File: src/rtl/lbk_rx_pkg.sv
package lbk_rx_pkg;

    localparam int          BYTE_W      = 8;
    localparam int          IDX_W       = $clog2(BYTE_W);
    localparam logic [7:0]  SYNC_PAT    = 8'hD5;
    localparam logic [31:0] CRC_POLY_R  = 32'hEDB88320;
    localparam logic [31:0] CRC_SEED    = 32'hFFFF_FFFF;
    localparam logic [31:0] CRC_RESIDUE = 32'hDEBB20E3;

    typedef enum logic {
        ST_HUNT = 1'b0,
        ST_DATA = 1'b1
    } rx_state_e;

    typedef struct packed {
        logic intact;
        logic crc_err;
        logic pkt_rx;
    } rx_status_t;

    function automatic logic [31:0] crc32_step(input logic [31:0] c,
                                               input logic [BYTE_W-1:0] d);
        logic [31:0] r;
        r = c;
        for (int i = 0; i < BYTE_W; i++) begin
            if (r[0] ^ d[i]) r = (r >> 1) ^ CRC_POLY_R;
            else             r = r >> 1;
        end
        return r;
    endfunction

endpackage

File: src/rtl/lbk_rx_deser.sv
module lbk_rx_deser
    import lbk_rx_pkg::*;
#(
    parameter int CNT_W = 12
) (
    input  logic              clk,
    input  logic              rst,
    input  logic              bit_in,
    input  logic              bit_vld,
    output logic              sync_hit,
    output logic              asm_done,
    output logic              frame_end,
    output logic [BYTE_W-1:0] asm_byte,
    output logic [BYTE_W-1:0] byte_data,
    output logic              byte_vld,
    output logic              eof,
    output logic [CNT_W-1:0]  byte_cnt
);

    rx_state_e         st;
    logic [BYTE_W-1:0] win;
    logic [BYTE_W-1:0] shreg;
    logic [IDX_W-1:0]  bit_idx;
    logic [BYTE_W-1:0] win_next;

    assign win_next  = {bit_in, win[BYTE_W-1:1]};
    assign sync_hit  = (st == ST_HUNT) && bit_vld && (win_next == SYNC_PAT);
    assign asm_byte  = {bit_in, shreg[BYTE_W-1:1]};
    assign asm_done  = (st == ST_DATA) && bit_vld && (bit_idx == IDX_W'(BYTE_W - 1));
    assign frame_end = (st == ST_DATA) && !bit_vld;

    always_ff @(posedge clk) begin
        if (rst) begin
            st        <= ST_HUNT;
            win       <= '0;
            shreg     <= '0;
            bit_idx   <= '0;
            byte_data <= '0;
            byte_vld  <= 1'b0;
            eof       <= 1'b0;
            byte_cnt  <= '0;
        end else begin
            byte_vld <= asm_done;
            eof      <= frame_end;
            if (asm_done) byte_data <= asm_byte;
            case (st)
                ST_HUNT: begin
                    if (!bit_vld) begin
                        win <= '0;
                    end else if (sync_hit) begin
                        st       <= ST_DATA;
                        win      <= '0;
                        bit_idx  <= '0;
                        byte_cnt <= '0;
                    end else begin
                        win <= win_next;
                    end
                end
                default: begin
                    if (!bit_vld) begin
                        st <= ST_HUNT;
                    end else begin
                        shreg   <= asm_byte;
                        bit_idx <= bit_idx + 1'b1;
                        if (asm_done) byte_cnt <= byte_cnt + 1'b1;
                    end
                end
            endcase
        end
    end

endmodule

File: src/rtl/lbk_rx_crc.sv
module lbk_rx_crc
    import lbk_rx_pkg::*;
(
    input  logic              clk,
    input  logic              rst,
    input  logic              sync_hit,
    input  logic              asm_done,
    input  logic [BYTE_W-1:0] asm_byte,
    output logic              crc_ok
);

    logic [31:0] crc_q;

    always_ff @(posedge clk) begin
        if (rst || sync_hit) crc_q <= CRC_SEED;
        else if (asm_done)   crc_q <= crc32_step(crc_q, asm_byte);
    end

    assign crc_ok = (crc_q == CRC_RESIDUE);

endmodule

File: src/rtl/lbk_rx_status.sv
module lbk_rx_status
    import lbk_rx_pkg::*;
(
    input  logic       clk,
    input  logic       rst,
    input  logic       sync_hit,
    input  logic       frame_end,
    input  logic       crc_ok,
    input  logic       crc_inhibit,
    input  logic       addr_hit,
    output rx_status_t stat
);

    rx_status_t stat_next;

    always_comb begin
        stat_next.pkt_rx  = 1'b1;
        stat_next.crc_err = crc_inhibit ? addr_hit : !crc_ok;
        stat_next.intact  = addr_hit && !stat_next.crc_err;
    end

    always_ff @(posedge clk) begin
        if (rst || sync_hit) stat <= '0;
        else if (frame_end)  stat <= stat_next;
    end

endmodule

File: src/rtl/lbk_rx.sv
module lbk_rx
    import lbk_rx_pkg::*;
#(
    parameter int CNT_W = 12
) (
    input  logic              clk,
    input  logic              rst,
    input  logic              bit_in,
    input  logic              bit_vld,
    input  logic              crc_inhibit,
    input  logic              addr_hit,
    output logic [BYTE_W-1:0] byte_data,
    output logic              byte_vld,
    output logic              eof,
    output logic [CNT_W-1:0]  byte_cnt,
    output logic              stat_intact,
    output logic              stat_crc_err,
    output logic              stat_pkt_rx
);

    logic              sync_hit;
    logic              asm_done;
    logic              frame_end;
    logic [BYTE_W-1:0] asm_byte;
    logic              crc_ok;
    rx_status_t        stat;

    lbk_rx_deser #(.CNT_W(CNT_W)) u_deser (
        .clk       (clk),
        .rst       (rst),
        .bit_in    (bit_in),
        .bit_vld   (bit_vld),
        .sync_hit  (sync_hit),
        .asm_done  (asm_done),
        .frame_end (frame_end),
        .asm_byte  (asm_byte),
        .byte_data (byte_data),
        .byte_vld  (byte_vld),
        .eof       (eof),
        .byte_cnt  (byte_cnt)
    );

    lbk_rx_crc u_crc (
        .clk      (clk),
        .rst      (rst),
        .sync_hit (sync_hit),
        .asm_done (asm_done),
        .asm_byte (asm_byte),
        .crc_ok   (crc_ok)
    );

    lbk_rx_status u_status (
        .clk         (clk),
        .rst         (rst),
        .sync_hit    (sync_hit),
        .frame_end   (frame_end),
        .crc_ok      (crc_ok),
        .crc_inhibit (crc_inhibit),
        .addr_hit    (addr_hit),
        .stat        (stat)
    );

    assign stat_intact  = stat.intact;
    assign stat_crc_err = stat.crc_err;
    assign stat_pkt_rx  = stat.pkt_rx;

endmodule

File: config.mk
export PLATFORM = sky130hd
export DESIGN_NAME = lbk_rx
export DESIGN_NICKNAME = d
export VERILOG_FILES = /design/src/rtl/lbk_rx_pkg.sv /design/src/rtl/lbk_rx_deser.sv /design/src/rtl/lbk_rx_crc.sv /design/src/rtl/lbk_rx_status.sv /design/src/rtl/lbk_rx.sv
export SDC_FILE = /design/constraint.sdc
export NUM_CORES = 1
export LEC_CHECK = 0
export ABC_AREA = 1
export ABC_CLOCK_PERIOD_IN_PS = 1350
export BUFFER_PORTS_ARGS = -buffer_cell sky130_fd_sc_hd__buf_2
export CAP_MARGIN = 5
export CORE_ASPECT_RATIO = 1.4
export CORE_UTILIZATION = 54
export CTS_CLUSTER_DIAMETER = 60
export DETAILED_ROUTE_END_ITERATION = 10
export PLACE_DENSITY = 0.76
export SYNTH_ARGS = -nofsm -noshare
export SYNTH_HDL_FRONTEND = slang
export SYNTH_SLANG_ARGS = --single-unit
export TNS_END_PERCENT = 100
File: constraint.sdc
create_clock -name clk -period 1.35 [get_ports clk]
set_input_delay 0.135 -clock clk [delete_from_list [all_inputs] [get_ports clk]]
set_output_delay 0.135 -clock clk [all_outputs]
set_load 0.01 [all_outputs]
==> key figures, run 1 <==
Status
  – Status: complete, but fails checks
  – Failing checks: setup timing

Worst setup path
  – Worst setup EP type: register
  – Critical Path Start Type: register
  – Worst r2r src: u_crc.crc_q[0]
  – CP arrival: 2.06 ns
  – Critical path fanouts, max: 6
  – CP Launch Point: u_crc.crc_q[0]
  – CP required: 1.58 ns
  – R2R Path End: u_crc.crc_q[14]
  – R2R depth: 10
  – Kind of critical path: register to register
  – FF-to-FF setup slack: -0.47 ns

Floorplanning
  – Core area: 7070 sq um
  – Die Y: 104 um
  – Die X: 74.8 um
  – Initial Util: 56.7%
  – I/O pins: 31
  – Num rows: 36
  – Die area: 7770 sq um

Yosys
  – Synth Area in Compound Gates: 15.5%
  – Xor and xnor area share after synthesis: 5.40%
  – Cells after synthesis: 590
  – Netlist cell types: 34
  – Synthesized area per cell: 6.79 sq um
  – #FFs+latches synth: 75
  – Part of the Yosys area used for sequential elements: 37.5%
  – Mapped Area: 4010 sq um
  – Largest family of logic cells by synthesized area: simple AND/OR/NAND/NOR gates
  – Largest area contributor in the netlist: dfxtp_1
  – Post-synth net total: 599
  – Post-synthesis mux area share: 0%
  – Yosys top cell area share: 37.5%
  – Synth Area in Adders: 0.937%
  – Synth Warn #: 0
  – Synth Area in Simple Gates: 32.4%
  – Top cells by area, synth: dfxtp_1 (37%), nand2_1 (16%), a21oi_1 (7.0%)

STA
  – Slew HR: 70.3%
  – Final Hold Fails: 0
  – Max Freq: 0.549 GHz
  – Worst slew pin tran: 0.443 ns
  – Final setup fails: 49
  – Max-slew violation count: 0
  – Fin crit period: 1.82 ns
  – Tcrit/Tclk final: 135%
  – Slack of the critical path: -0.471 ns
  – Clock Skew: 0.0219 ns
  – Unrepaired setup endpoints after global routing: true
  – Hold_ws: 0.0801 ns

CTS
  – Root Driver: clkbuf_8
  – Clk slew on worst S/H paths: 0.08 ns
  – CTS Buf Count: 9
  – Clock Sinks: 75
  – CTS Hold Buffers Added: 0
  – CTS tree: yes
  – CTS max path bufs: 2
  – Worst-Skew Late Latency: 0.39 ns
  – Htree depth: 3

Placed design
  – RePlAce Congestion: 0.997
  – Hpwl dp: 8640 um
  – Port Buffers: 30
  – Area after DPL: 4780 sq um

Worst hold path
  – Worst Hold Depth: 3
  – Hold Path Origin: bit_in
  – Class of the worst hold path: input port to register
  – Worst Hold Path EP: u_deser.win[7]

Finish
  – Non-Filler Cell Area, Final: 6300 sq um
  – Area growth from synthesis to layout: 57.4%
  – Fill cell count: 312
  – Share of cells above drive strength 1: 47.5%
  – # nets final: 719
  – ANT cells: 0

Flow run
  – Max-cap check violation count: 0

Global routing
  – First-pass GRT wire length: 21900 um
  – Total gr overflow: 0
  – Largest net degree at the start of global routing: 25
  – Vias in the first global route: 4584
  – Initial antenna violation count: 0
  – Tot GR Track Use: 37.5%

Detailed routing
  – Final wirelength: 18600 um
  – Routed Antenna Nets: 0
  – Vias: 5244
  – DRT iter0 DRCs: 759
  – DRC viols: 0
  – Routed length per placed instance: 22.9 um
  – TritonRoute pass-1 iters: 6
  – Vias per std cell: 6.48

Pwr
  – Peak supply drop: 768 uV
  – PwrDens: 658 nW/um^2
  – Power, Total: 4.15 mW
  – Leak: 2.82 nW
metal layers:
metal,part of all wire [%],GRT usage (%)
met5,0,0
met3,12,9.79
met4,10,25.3
met1,32,40.6
met2,45,61.7
area by class of cell:
| type | count | area [sq um] | share of cell area (%) |
|---|---|---|---|
| Tap cell | 95 | 119 | 1.89 |
| Inverter | 64 | 295 | 4.68 |
| Timing Repair Buffer | 127 | 1080 | 17.1 |
| Multi-Input combinational cell | 433 | 3070 | 48.8 |
| Clock buffer | 10 | 128 | 2.02 |
| Sequential cell | 75 | 1560 | 24.7 |
| Clock inverter | 5 | 55.1 | 0.873 |
metrics by stage:
stage / TNS [ns] / utilization (%) / setup WS [ns] / std cells
global placement: -3.20 / 67.6 / -0.185 / 772
finish: -4.21 / 89.2 / -0.471 / 809
CTS: -0.223 / 78.9 / -0.0386 / 796
detailed placement: -4.92 / 67.6 / -0.200 / 772
floorplan: 0 / - / 0.0257 / 590
global route: -7.12 / 89.2 / -0.495 / 809
power breakdown:
| group | switching (mW) | internal (mW) |
|---|---|---|
| clock network | 0.941 | 0.839 |
| registers | 0.00166 | 2.19 |
| logic | 0.119 | 0.0596 |
| total | 1.06 | 3.09 |
layout by cell type (no fill, tap or decap), drive strengths merged, types with 2 or more instances in the layout:
| cell type | count |
|---|---|
| nor2 | 30 |
| or2 | 3 |
| clkbuf | 11 |
| nor3 | 10 |
| ha | 3 |
| o21ai | 40 |
| xor2 | 16 |
| nand3 | 43 |
| inv | 63 |
| xnor2 | 7 |
| and3 | 2 |
| clkinvlp | 2 |
| nand4 | 14 |
| clkinv | 3 |
| buf | 126 |
| nand2 | 191 |
| o211ai | 13 |
| dfxtp | 75 |
| a21oi | 56 |
critical path, stage by stage, from the launching register on:
cell and delay, ns:
dfxtp_4 0.38, buf_6 0.13, nand2_4 0.09, nand2_8 0.08, buf_6 0.14, nand2_8 0.07
nand2_8 0.08, nand2_4 0.08, nand2_4 0.07, nor3_2 0.39, o21ai_1 0.18
worst max-delay path by stage:
stage,to,cells past startpoint
6_report,u_crc.crc_q[14],10
5_1_grt,u_crc.crc_q[14],10
4_1_cts,u_crc.crc_q[19],11
3_5_place_dp,u_crc.crc_q[22],11
3_3_place_gp,u_crc.crc_q[19],11
2_1_floorplan,u_crc.crc_q[12],8
flip-flops by register name, summed over array words and instances, names as in the netlist:
signal	flops
u_status.stat	3
u_crc.crc_q	32
u_deser.shreg	7
u_deser.byte_vld	1
u_deser.byte_cnt	12
u_deser.eof	1
u_deser.st	1
u_deser.byte_data	8
u_deser.bit_idx	3
u_deser.win	7
cell usage after synthesis:
cell / instances
nand2_1: 175
dfxtp_1: 75
inv_1: 59
a21oi_1: 56
nand3_1: 42
o21ai_0: 33
nor2_1: 28
xor2_1: 16
nand4_1: 14
o211ai_1: 13
nand2_2: 12
clkbuf_1: 10
nor3_1: 8
buf_2: 6
o21ai_1: 6
xnor2_1: 5
inv_2: 4
nand2_4: 4
ha_1: 3
or2_2: 3
and3_1: 2
buf_6: 2
nor3_2: 2
xnor2_2: 2
a21boi_0: 1
a31oi_1: 1
inv_4: 1
nand3_2: 1
nor2_2: 1
nor2_4: 1
o21a_1: 1
o21ai_2: 1
o21bai_1: 1
o311ai_0: 1
timing repair:
| item | in CTS | in global routing |
|---|---|---|
| resized for setup | 141 | 162 |
| hold endpoints to repair | 0 | 0 |
| endpoints found under the setup margin | 50 | 60 |
| pin swaps | 30 | 50 |
| cloned | 2 | 1 |
| buffers inserted | 7 | 12 |
cell families (layout without fill, tap and decap cells):
| family | count (synthesis) | count (layout) |
|---|---|---|
| AO/OA/AOI/OAI | 114 | 114 |
| buffers and inverters | 82 | 206 |
| adder cells (fa/ha/maj) | 3 | 3 |
| XOR/XNOR | 23 | 23 |
| AND/OR/NAND/NOR | 293 | 293 |
| flip-flops | 75 | 75 |
No activity file was read; power rests on OpenSTA's default activity.
==> run 2, diff against run 1 <==
--- a/config.mk
+++ b/config.mk
@@ -9,11 +9,13 @@
 export ABC_CLOCK_PERIOD_IN_PS = 1350
 export BUFFER_PORTS_ARGS = -buffer_cell sky130_fd_sc_hd__buf_2
 export CAP_MARGIN = 5
+export CELL_PAD_IN_SITES_DETAIL_PLACEMENT = 1
+export CELL_PAD_IN_SITES_GLOBAL_PLACEMENT = 1
 export CORE_ASPECT_RATIO = 1.4
-export CORE_UTILIZATION = 54
+export CORE_UTILIZATION = 39
 export CTS_CLUSTER_DIAMETER = 60
 export DETAILED_ROUTE_END_ITERATION = 10
-export PLACE_DENSITY = 0.76
+export PLACE_DENSITY_LB_ADDON = 0.1
 export SYNTH_ARGS = -nofsm -noshare
 export SYNTH_HDL_FRONTEND = slang
 export SYNTH_SLANG_ARGS = --single-unit
==> key figures, run 2 (synthesized netlist as in run 1, its figures left out) <==
STA
  – Tcrit/Tclk final: 138%
  – Unrepaired setup endpoints after global routing: true
  – Slew HR: 69.5%
  – Slack of the critical path: -0.515 ns
  – Fin crit period: 1.86 ns
  – Hold_ws: 0.0841 ns
  – Worst slew pin tran: 0.453 ns
  – Clock Skew: 0.0144 ns
  – Final Hold Fails: 0
  – Max-slew violation count: 0
  – Max Freq: 0.536 GHz
  – Final setup fails: 58

Global routing
  – Tot GR Track Use: 34.6%
  – Vias in the first global route: 5021
  – First-pass GRT wire length: 27400 um
  – Initial antenna violation count: 1
  – Total gr overflow: 0
  – Largest net degree at the start of global routing: 25

CTS
  – Htree depth: 3
  – Clk slew on worst S/H paths: 0.08 ns
  – CTS max path bufs: 2
  – CTS Buf Count: 9
  – CTS tree: yes
  – Clock Sinks: 75
  – Worst-Skew Late Latency: 0.36 ns
  – Root Driver: clkbuf_16

Finish
  – Finished Core Util: 71.6%
  – Max FFs per register: 32
  – Most frequent cells in the layout: nand2_1 (94), buf_4 (79), dfxtp_1 (49), nand2_2 (48), a21oi_1 (40)
  – Register with the most flip-flops: u_crc.crc_q
  – # nets final: 742
  – Share of cells above drive strength 1: 55.6%
  – Area growth from synthesis to layout: 77.8%
  – Leading cell type in the layout, fill and taps excluded: nand2_1
  – ANT cells: 0
  – Cell Count, Final, Fillers Out: 873
  – Biggest regs: u_crc.crc_q: 32 flops, u_deser.byte_cnt: 12 flops, u_deser.byte_data: 8 flops

Worst setup path
  – Critical path fanouts, max: 4
  – CP arrival: 2.02 ns
  – Worst setup EP type: register
  – Critical Path Start Type: register
  – Kind of critical path: register to register
  – CP required: 1.50 ns

Floorplanning
  – Num rows: 43
  – Core area: 9950 sq um
  – Initial Util: 40.3%
  – Die area: 10700 sq um
  – Die Y: 122 um
  – Die X: 87.7 um
  – I/O pins: 31

Pwr
  – Power, Total: 5.12 mW
  – Reg power frac: 42.8%
  – Switching Fraction: 26.9%
  – Comb pwr share: 5.5%
  – PwrDens: 719 nW/um^2
  – Int Power: 3.74 mW
  – Clock power share: 51.7%
  – Leak: 3.04 nW
  – Peak supply drop: 987 uV
  – Sw power: 1.38 mW

Flow run
  – Max-cap check violation count: 0

Detailed routing
  – DRC viols: 0
  – Routed Antenna Nets: 0
  – Routed length per placed instance: 29.9 um
  – Final wirelength: 26100 um
  – TritonRoute pass-1 iters: 7
  – Vias per std cell: 6.31
  – DRT iter0 DRCs: 403
  – Vias: 5509

Placed design
  – Cells after DPL: 819
  – Hpwl dp: 10800 um
  – RePlAce Congestion: 0.925
  – Place WS: -0.347 ns
  – Port Buffers: 30

Worst hold path
  – Class of the worst hold path: input port to register

Status
  – Status: complete, but fails checks
  – Failing checks: setup timing
-- run 2: changes by cell type in the layout (fill, tap and decap cells not counted), sizes merged --
cell / change
clkinv: -1
clkbuf: +2
inv: +3
clkinvlp: +3
buf: +17
-- run 2: stage by stage --
stage	area [sq um]	TNS (ns)
detailed placement	4890	-7.73
CTS	5980	-0.224
floorplan	4010	0
global placement	4890	-5.35
global route	7120	-9.26
finish	7120	-7.46
-- run 2: worst max-delay path, cell delays in order (launching register included) --
cell	delay [ns]
dfxtp_4	0.42
inv_6	0.06
nand2_4	0.09
nand2_8	0.09
buf_6	0.15
nand2_2	0.08
nand2_1	0.08
nand2_1	0.08
nand2_1	0.09
nand2_2	0.11
nand2_1	0.08
nand3_1	0.07
nand3_1	0.25
-- run 2: layer usage --
layer	vias to the layer above	routed length (um)	GRT usage, %
met3	212	2410	5.01
li1	2219	-	-
met1	2698	8530	37.3
met4	2	2550	17.7
met5	-	13	0
met2	378	12600	64.2
-- run 2: final cells by class --
type	count	area, sq um
multi-input cells	433	3420
fillers	1110	2830
flip-flops and latches	75	1560
repair buffers	147	1330
inverters	64	309
clock buffers	9	225
well taps	135	169
clock inverters	7	77.6
repair inverters	3	26.3
-- run 2: power groups by stage --
stage	Clock, mW	Sequential (mW)	Combinational, mW
6_report	2.65	2.19	0.282
4_1_cts	2.56	2.20	0.162
2_1_floorplan	0	2.27	0.0705
3_5_place_dp	0	2.27	0.140
3_3_place_gp	0	2.27	0.137
5_1_grt	2.69	2.19	0.287
-- run 2: what timing repair did --
action / CTS / global route
hold buffers: 0 / 0
gates cloned: 1 / 7
buffers inserted: 9 / 21
pin swaps: 45 / 55
resized for setup: 201 / 191
setup endpoints to repair: 52 / 57
hold endpoints to repair: 0 / 0
-- run 2: worst paths after layout --
kind                         start                to  slack, ns  cells past startpoint
setup / recovery  u_deser.shreg[1]   u_crc.crc_q[20]      -0.51                     12
hold reg to reg   u_status.stat[2]  u_status.stat[2]       0.51                      2
hold / removal            addr_hit  u_status.stat[1]       0.08                      3
setup reg to reg  u_deser.shreg[1]   u_crc.crc_q[20]      -0.51                     12
